`src/rtl/mcyc_pkg.sv`:
```
package mcyc_pkg;
  typedef enum logic [1:0] {
    PH_IDLE = 2'd0,
    PH_RUN  = 2'd1,
    PH_HELD = 2'd2
  } phase_t;

  localparam logic [1:0] K_FETCH_PC  = 2'd0;
  localparam logic [1:0] K_READ_PC   = 2'd1;
  localparam logic [1:0] K_READ_ABS  = 2'd2;
  localparam logic [1:0] K_FETCH_ABS = 2'd3;
endpackage

```
`src/rtl/mcyc_ctrl.sv`:
```
module mcyc_ctrl
  import mcyc_pkg::*;
#(
  parameter int AW      = 16,
  parameter int FETCH_T = 4,
  parameter int READ_T  = 3,
  parameter int TW      = 3
) (
  input  logic          clk,
  input  logic          rst_in_n,
  input  logic          start,
  input  logic [1:0]    kind,
  input  logic [AW-1:0] addr_in,
  input  logic          hold,
  output phase_t        nxt_phase,
  output logic [TW-1:0] nxt_tcnt,
  output logic [AW-1:0] nxt_addr,
  output logic          sample_now,
  output logic          cycle_end
);
  localparam logic [TW-1:0] FETCH_LAST = TW'(FETCH_T);
  localparam logic [TW-1:0] READ_LAST  = TW'(READ_T);

  phase_t        phase_q;
  logic [TW-1:0] tcnt_q;
  logic          fetch_q, nxt_fetch;
  logic [AW-1:0] addr_q;
  logic [AW-1:0] pc_q, nxt_pc;
  logic [TW-1:0] cur_last;

  assign cur_last   = fetch_q ? FETCH_LAST : READ_LAST;
  assign sample_now = (phase_q == PH_RUN) && (tcnt_q == READ_LAST);
  assign cycle_end  = (phase_q == PH_RUN) && (tcnt_q == cur_last);

  always_comb begin
    nxt_phase = phase_q;
    nxt_tcnt  = tcnt_q;
    nxt_fetch = fetch_q;
    nxt_addr  = addr_q;
    nxt_pc    = pc_q;
    case (phase_q)
      PH_IDLE: begin
        if (hold) begin
          nxt_phase = PH_HELD;
        end else if (start) begin
          nxt_phase = PH_RUN;
          nxt_tcnt  = TW'(1);
          case (kind)
            K_FETCH_PC: begin
              nxt_fetch = 1'b1;
              nxt_addr  = pc_q;
              nxt_pc    = pc_q + AW'(1);
            end
            K_READ_PC: begin
              nxt_fetch = 1'b0;
              nxt_addr  = pc_q;
              nxt_pc    = pc_q + AW'(1);
            end
            K_READ_ABS: begin
              nxt_fetch = 1'b0;
              nxt_addr  = addr_in;
            end
            default: begin
              nxt_fetch = 1'b1;
              nxt_addr  = addr_in;
              nxt_pc    = addr_in + AW'(1);
            end
          endcase
        end
      end
      PH_RUN: begin
        if (tcnt_q == cur_last) begin
          nxt_phase = PH_IDLE;
          nxt_tcnt  = '0;
        end else begin
          nxt_tcnt = tcnt_q + TW'(1);
        end
      end
      PH_HELD: begin
        if (!hold) nxt_phase = PH_IDLE;
      end
      default: nxt_phase = PH_IDLE;
    endcase
  end

  always_ff @(posedge clk) begin
    if (!rst_in_n) begin
      phase_q <= PH_IDLE;
      tcnt_q  <= '0;
      fetch_q <= 1'b0;
      addr_q  <= '0;
      pc_q    <= '0;
    end else begin
      phase_q <= nxt_phase;
      tcnt_q  <= nxt_tcnt;
      fetch_q <= nxt_fetch;
      addr_q  <= nxt_addr;
      pc_q    <= nxt_pc;
    end
  end
endmodule

```
`src/rtl/mcyc_pins.sv`:
```
module mcyc_pins
  import mcyc_pkg::*;
#(
  parameter int AW     = 16,
  parameter int DW     = 8,
  parameter int READ_T = 3,
  parameter int TW     = 3
) (
  input  logic             clk,
  input  logic             rst_in_n,
  input  phase_t           nxt_phase,
  input  logic [TW-1:0]    nxt_tcnt,
  input  logic [AW-1:0]    nxt_addr,
  output logic [DW-1:0]    ad_o,
  output logic             ad_oe,
  output logic [AW-DW-1:0] a_hi,
  output logic             bus_oe,
  output logic             ale,
  output logic             rd_n,
  output logic             hlda
);
  localparam logic [TW-1:0] RD_FIRST = TW'(2);
  localparam logic [TW-1:0] RD_LAST  = TW'(READ_T);

  logic run_n, t1_n, rd_win_n;

  assign run_n    = (nxt_phase == PH_RUN);
  assign t1_n     = run_n && (nxt_tcnt == TW'(1));
  assign rd_win_n = run_n && (nxt_tcnt >= RD_FIRST) && (nxt_tcnt <= RD_LAST);

  always_ff @(posedge clk) begin
    if (!rst_in_n) begin
      ad_o   <= '0;
      ad_oe  <= 1'b0;
      a_hi   <= '0;
      bus_oe <= 1'b1;
      ale    <= 1'b0;
      rd_n   <= 1'b1;
      hlda   <= 1'b0;
    end else begin
      ale    <= t1_n;
      ad_oe  <= t1_n;
      rd_n   <= !rd_win_n;
      hlda   <= (nxt_phase == PH_HELD);
      bus_oe <= (nxt_phase != PH_HELD);
      if (t1_n) begin
        ad_o <= nxt_addr[DW-1:0];
        a_hi <= nxt_addr[AW-1:DW];
      end
    end
  end
endmodule

```
`src/rtl/mcyc_capture.sv`:
```
module mcyc_capture #(
  parameter int DW = 8
) (
  input  logic          clk,
  input  logic          rst_in_n,
  input  logic          sample_now,
  input  logic          cycle_end,
  input  logic [DW-1:0] ad_i,
  output logic [DW-1:0] rdata,
  output logic          done
);
  always_ff @(posedge clk) begin
    if (!rst_in_n) begin
      rdata <= '0;
      done  <= 1'b0;
    end else begin
      done <= cycle_end;
      if (sample_now) rdata <= ad_i;
    end
  end
endmodule

```
`src/rtl/mcyc_bus_seq.sv`:
```
module mcyc_bus_seq
  import mcyc_pkg::*;
#(
  parameter int AW      = 16,
  parameter int DW      = 8,
  parameter int FETCH_T = 4,
  parameter int READ_T  = 3
) (
  input  logic             clk,
  input  logic             rst_in_n,
  input  logic             start,
  input  logic [1:0]       kind,
  input  logic [AW-1:0]    addr_in,
  input  logic             hold,
  input  logic [DW-1:0]    ad_i,
  output logic [DW-1:0]    ad_o,
  output logic             ad_oe,
  output logic [AW-DW-1:0] a_hi,
  output logic             bus_oe,
  output logic             ale,
  output logic             rd_n,
  output logic             wr_n,
  output logic             io_m,
  output logic [DW-1:0]    rdata,
  output logic             hlda,
  output logic             done,
  output logic             rst_out
);
  localparam int TW = $clog2(FETCH_T + 1);

  phase_t        nxt_phase;
  logic [TW-1:0] nxt_tcnt;
  logic [AW-1:0] nxt_addr;
  logic          sample_now, cycle_end;

  mcyc_ctrl #(.AW(AW), .FETCH_T(FETCH_T), .READ_T(READ_T), .TW(TW)) u_ctrl (
    .clk(clk), .rst_in_n(rst_in_n), .start(start), .kind(kind),
    .addr_in(addr_in), .hold(hold), .nxt_phase(nxt_phase),
    .nxt_tcnt(nxt_tcnt), .nxt_addr(nxt_addr), .sample_now(sample_now),
    .cycle_end(cycle_end)
  );

  mcyc_pins #(.AW(AW), .DW(DW), .READ_T(READ_T), .TW(TW)) u_pins (
    .clk(clk), .rst_in_n(rst_in_n), .nxt_phase(nxt_phase),
    .nxt_tcnt(nxt_tcnt), .nxt_addr(nxt_addr), .ad_o(ad_o), .ad_oe(ad_oe),
    .a_hi(a_hi), .bus_oe(bus_oe), .ale(ale), .rd_n(rd_n), .hlda(hlda)
  );

  mcyc_capture #(.DW(DW)) u_cap (
    .clk(clk), .rst_in_n(rst_in_n), .sample_now(sample_now),
    .cycle_end(cycle_end), .ad_i(ad_i), .rdata(rdata), .done(done)
  );

  assign wr_n = 1'b1;
  assign io_m = 1'b0;

  always_ff @(posedge clk) begin
    rst_out <= !rst_in_n;
  end
endmodule

```
`config.mk`:
```
export PLATFORM = sky130hd
export DESIGN_NAME = mcyc_bus_seq
export DESIGN_NICKNAME = d
export VERILOG_FILES = /design/src/rtl/mcyc_pkg.sv /design/src/rtl/mcyc_ctrl.sv /design/src/rtl/mcyc_pins.sv /design/src/rtl/mcyc_capture.sv /design/src/rtl/mcyc_bus_seq.sv
export SDC_FILE = /design/constraint.sdc
export NUM_CORES = 1
export LEC_CHECK = 0
export CAP_MARGIN = 15
export CORE_MARGIN = 3
export CORE_UTILIZATION = 40
export CTS_BUF_LIST = sky130_fd_sc_hd__clkbuf_16
export CTS_CLUSTER_DIAMETER = 30
export DETAILED_ROUTE_END_ITERATION = 10
export PLACE_DENSITY = 0.69
export SETUP_SLACK_MARGIN = 0.2
export SKIP_LAST_GASP = 1
export SYNTH_ARGS = -nofsm -noshare
export SYNTH_HDL_FRONTEND = slang
export SYNTH_SLANG_ARGS = --single-unit
```
`constraint.sdc`:
```
create_clock -name clk -period 2.8 [get_ports clk]
set_clock_uncertainty 0.15 [all_clocks]
set_input_delay 0.28 -clock clk [delete_from_list [all_inputs] [get_ports clk]]
set_output_delay 0.28 -clock clk [all_outputs]
set_load 0.05 [all_outputs]
```
Word level (Yosys, flattened, before mapping)
Cells that the tools add are included.
{"block": "op_classes", "n_reduce_logical": 13, "addsub": 3, "order_cmp": 2, "n_eq_ne": 10, "bitwise_logic": 2, "n_mux": 16}
{"cell": "$mux 16", "count": 4}
{"cell": "$add 16x1->16 const B", "count": 2}
{"cell": "$pmux 16 s2", "count": 1}
{"cell": "$mux 3", "count": 4}
{"cell": "$mux 2", "count": 4}
{"cell": "$eq 2x1->1 const B", "count": 3}
{"cell": "$eq 2x2->1 const B", "count": 3}
{"cell": "$pmux 2 s3", "count": 1}
{"cell": "$pmux 3 s2", "count": 1}
{"cell": "$logic_and 1x1->1", "count": 5}
{"cell": "$logic_not 2->1", "count": 2}
{"cell": "$reduce_and 4->1", "count": 1}
{"cell": "$reduce_or 2->1", "count": 2}
{"cell": "$add 3x1->3 const B", "count": 1}
{"cell": "$eq 3x1->1 const B", "count": 1}
{"cell": "$eq 3x2->1 const B", "count": 1}
{"cell": "$eq 3x3->1", "count": 1}
{"cell": "$ge 3x2->1 const B", "count": 1}
{"cell": "$le 3x2->1 const B", "count": 1}
{"cell": "$reduce_and 3->1", "count": 1}
{"cell": "$logic_not 1->1", "count": 2}
{"cell": "$ne 2x2->1 const B", "count": 1}
{"cell": "$not 1->1", "count": 2}
{"cell": "$mux 1", "count": 1}
{"block": "totals", "out_inout_bits": 33, "in_bits": 30, "elab_cells": 60, "ff_bits": 68}

Longest topological paths before layout
{"block": "depth", "ltp_word": 8, "depth_mapped": 13, "ltp_nobuf": 11}

Cells and area by module
A second synthesis with hierarchy kept.
{"block": "unflattened", "hier_cells": 398, "hier_area_um2": 3512.1}
{"module": "mcyc_ctrl", "cells_per_inst": 283, "area_each_um2": 2336.0, "instances": 1, "seq_area_each_um2": 760.7}
{"module": "mcyc_pins", "cells_per_inst": 82, "area_each_um2": 802.0, "instances": 1, "seq_area_each_um2": 400.4}
{"module": "mcyc_capture", "cells_per_inst": 27, "area_each_um2": 327.8, "instances": 1, "seq_area_each_um2": 180.2}
{"module": "mcyc_bus_seq", "cells_per_inst": 6, "area_each_um2": 46.3, "instances": 1, "seq_area_each_um2": 20.0}

Least setup slack after synthesis
OpenSTA, ideal clock, no wires.
{"block": "synth_timing", "path_type": "input port to flip-flop", "start": "input kind[0]", "end": "register u_ctrl.pc_q[8]", "t_required_ns": 2.590, "path_buffers": 2, "arrival_time_ns": 2.720, "setup_time_ns": 0.060, "cell_stages": 13, "setup_slack_ns": -0.130, "path_cell_list": "inv_1 -> ha_1 -> buf_4 -> nor2_2 -> buf_2 -> mux2i_1 -> inv_1 -> ha_1 -> inv_1 -> a21oi_1 -> and2_1 -> a2111oi_0 -> a311o_1"}
{"block": "synth_via", "elab_chain_cells": 3, "word_cells_on_any_way": 7, "classes_between": "eq/ne (2); mux (1); bitwise (1); reduce/logical (3)"}
{"item": "start, declared", "line_no": "mcyc_bus_seq.sv:12", "text": "input logic [1:0] kind,"}
{"item": "$eq 2x1->1, or another cell as far along", "line_no": "mcyc_ctrl.sv:48", "text": "case (kind)"}
{"item": "$reduce_or 2->1 (no source line) or $not 1->1 (tied branches)"}
{"item": "$pmux 16 s2 or $reduce_and 4->1 (tied branches)"}
{"item": "end signal, assigned", "line_no": "mcyc_ctrl.sv:98", "text": "pc_q <= nxt_pc;"}
{"item": "end, declared", "line_no": "mcyc_ctrl.sv:28", "text": "logic [AW-1:0] pc_q, nxt_pc;"}
Several ways; a longest one is shown, not always the timed one.
A chain may end at the register's enable or synchronous reset.

Final worst setup path
{"block": "layout_timing", "start": "register u_ctrl.tcnt_q[1]", "end": "register u_pins.a_hi[4]"}
{"block": "layout_via", "elab_chain_cells": 5, "word_cells_on_any_way": 11, "classes_between": "add/sub (1); eq/ne (3); mux (6); reduce/logical (1)"}
{"item": "start, declared", "line_no": "mcyc_ctrl.sv:25", "text": "logic [TW-1:0] tcnt_q;"}
{"item": "start signal, assigned", "line_no": "mcyc_ctrl.sv:95", "text": "tcnt_q <= nxt_tcnt;"}
{"item": "$add 3x1->3, or another cell as far along", "line_no": "mcyc_ctrl.sv:76", "text": "nxt_tcnt = tcnt_q + TW'(1);"}
{"item": "$mux 3, or another cell as far along", "line_no": "mcyc_ctrl.sv:72", "text": "if (tcnt_q == cur_last) begin"}
{"item": "$pmux 3 s2 or $pmux 2 s3 (tied branches)", "line_no": "mcyc_ctrl.sv:41", "text": "case (phase_q)"}
{"item": "$eq 3x1->1 or $eq 2x1->1 (tied branches)", "line_no": "mcyc_pins.sv:28, mcyc_pins.sv:27"}
{"item": "$logic_and 1x1->1 (*)", "line_no": "mcyc_pins.sv:28", "text": "assign t1_n = run_n && (nxt_tcnt == TW'(1));"}
{"item": "end signal, assigned", "line_no": "mcyc_pins.sv:48", "text": "a_hi <= nxt_addr[AW-1:DW];"}
{"item": "end, declared", "line_no": "mcyc_pins.sv:16", "text": "output logic [AW-DW-1:0] a_hi,"}
Every way passes the cells marked *; elsewhere a longest branch is shown, timed or not.

==> metrics <==
sequential area share after synthesis=41.2%; routed vias=3058; GRT Util Overall=18.1%; layout cell share with drive strength beyond 1=16.0%; Max stage delay cell, worst path=mux2_2; overall power=2.64 mW; mapped cell area=3300 µm²; later-pin clock latency in the skew report=330 ps; final setup fails=0; largest net degree at the start of global routing=28; final wirelength=8400 µm; Post-Syn Nets=422; DR vias/cell=5.35; worst path required time=2870 ps; Synth Warn #=0; most frequent CP cell=ha_1; Slew Limit Fails=0; FF+latch count, synth=68; CTS Hold Bufs=0; Max Root-Sink Buffers=2; Clock Pin Slew Worst Setup and Hold Paths=60 ps; sequential share of power=39.1%; result of the run=complete, no violations; crit path launch=u_ctrl.tcnt_q[1]$_SDFF_PN0_; row cnt=32; Placement Setup Slack=-151 ps; Max VDD drop=0.394 mV; count of different cell masters after synthesis=49; GR Util met2=28.4%; sw frac=25.6%; syn_area_per_cell=8.56 µm²; hold_sp=kind[0]; most frequent cells in the layout=68 x dfxtp_1, 58 x clkdlybuf4s50_1, 43 x nand2_1; final core utilization=58.0%; Initial Utilization=41.9%; Static Leakage=1.83 nW; Crit path largest cell delay=370 ps; most common cell after layout, fill and taps aside=dfxtp_1; wire per inst=14.7 µm; Slew @ Worst Pin=723 ps; GRT Max-Usage Layer=met2; number of hold violations in the final report=0; post-route clock period utilization=86.2%; final setup margin=386 ps; DRC=0; Clk pwr share=46.2%; relative slew slack=51.8%; # nets final=501; reg2reg start=u_ctrl.tcnt_q[1]$_SDFF_PN0_; met1 Use GR=24.2%; post-DP HPWL=6010 µm; max frequency=0.414 GHz; Clk Tree Root Cell=clkbuf_16; first-pass GRT wire length=14100 µm; number of antenna-violating nets in the routed design=0; GPL Wtd Cong=0.886; Non-Filler Instances=572; Final Cell Area=4580 µm²; CTS H-tree lvls=3; Critical Path Fanout Max=16; Port Buffers=60; full die area=9380 µm²; vias in the first global route=2954; combinational power share=14.7%; HP Class=input port to register; drt initial violations=156; crit path kind=register to register; GRT overflow=0; max-cap violations=0; Die Y=96.9 µm; internal cell power=1.97 mW; DP Area=4220 µm²; unrepaired setup endpoints after global routing=no; initial antenna violation count=0; met3 Track Usage GR=4.47%; pwr dens=577 nW/µm²; DIE WIDTH=96.9 µm; Net Sw Power=0.677 mW; crit path time final=2410 ps; placed insts=556; worst path cell trace=ha_1, ha_1, inv_1, nor4_1, o211ai_1, nor2_1, buf_4, mux2_2; WHS=260 ps; DRT Pass-1 Iters=4; Syn-to-layout area delta=38.6%; Syn Inst Count=386; Worst Path Arrival=2480 ps; clk sinks=68; CTS Buf Count=9; crit end category=register; CTS tree=done; area of the core=7890 µm²; Antenna Cells=0; setup_tns=0 ps; IO Count=63; Worst setup SP type=register
## cell type report
cell class	instances	area, µm²
Fill cell	721	3310
Multi-Input combinational cell	271	1800
Sequential cell	68	1360
Timing Repair Buffer	95	893
Clock buffer	9	225
Tap cell	102	128
Clock inverter	7	98.8
Inverter	20	75.1
## final timing paths
check	end	slack (ps)	cells past startpoint
setup / recovery	u_pins.a_hi[4]$_SDFFE_PN0P_	390	8
hold / removal	u_ctrl.fetch_q$_SDFFE_PN0P_	260	4
setup reg to reg	u_pins.a_hi[4]$_SDFFE_PN0P_	390	8
hold reg to reg	u_cap.rdata[7]$_SDFFE_PN0P_	310	2
## cells by family after synthesis
kind of cell	share of synthesized area (%)
flip-flops	41.2
AND/OR/NAND/NOR	23.3
XOR/XNOR	1.06
adder cells (fa/ha/maj)	2.27
AO/OA/AOI/OAI	16.4
other	0.227
buffers and inverters	6.06
multiplexers	9.47
## power by group through the flow
stage                     Sequential (mW)  Combinational [mW]  Clock (mW)
after global placement               1.05               0.376           0
final                                1.03               0.388        1.22
after CTS                            1.03               0.384        1.25
after detailed placement             1.05               0.380           0
after floorplan                      1.09               0.200           0
after global routing                 1.04               0.421        1.29
## synth_stat cells, drive strengths merged
master	n	area share (%)
nor4bb	2	0.61
a32oi	2	0.53
nand2b	1	0.19
mux2	10	3.4
inv	20	2.3
nand4	5	0.95
nor2b	1	0.19
nor4	2	0.38
dfxtp	68	41
or4bb	2	0.68
o22ai	2	0.38
xnor2	4	1.1
nor2	26	3.0
and3	6	1.1
nand4bb	2	0.68
a211oi	7	1.6
clkbuf	15	1.7
a222oi	3	0.91
nor3b	2	0.45
and4b	1	0.30
a21oi	24	3.6
o21ai	18	2.7
mux2i	20	6.1
o211ai	9	2.0
o221ai	2	0.53
nor3	3	0.45
a22oi	5	1.1
nor4b	2	0.53
nand3b	4	0.91
or3b	7	1.9
nand2	43	4.9
o311ai	1	0.27
a31oi	7	1.3
and2	14	2.7
a311o	2	0.61
and3b	1	0.27
buf	12	2.1
a21o	1	0.23
ha	6	2.3
a2111oi	2	0.53
conb	2	0.23
nand3	20	3.0
## per-layer routing
metal	wire length, µm	share of wire (%)
met1	3870	46
met2	3880	46
met3	558	6.6
met4	95	1.1
met5	0	0
## worst max-delay path, delay by kind of cell, from the launching register on
family / cells / cell delay, ps
compound gates: 1 / 150
fa+ha+maj: 2 / 470
buf+inv: 2 / 330
flops: 1 / 350
mux: 1 / 370
simple gates: 2 / 470
## registers in the layout (all words and copies together), names as in the netlist
register / count
u_ctrl.addr_q: 16
u_cap.done: 1
u_ctrl.tcnt_q: 3
u_ctrl.fetch_q: 1
u_pins.rd_n: 1
u_pins.bus_oe: 1
u_ctrl.pc_q: 16
u_cap.rdata: 8
rst_out: 1
u_pins.hlda: 1
u_pins.ad_o: 8
u_ctrl.phase_q: 2
u_pins.a_hi: 8
u_pins.ad_oe: 1
## timing repair
action	in CTS	in global routing
cloned	0	0
buffers inserted	0	0
setup endpoints to repair	5	11
resized for setup	1	8
pin swaps	1	2
Power figures use the tool's default switching activity.
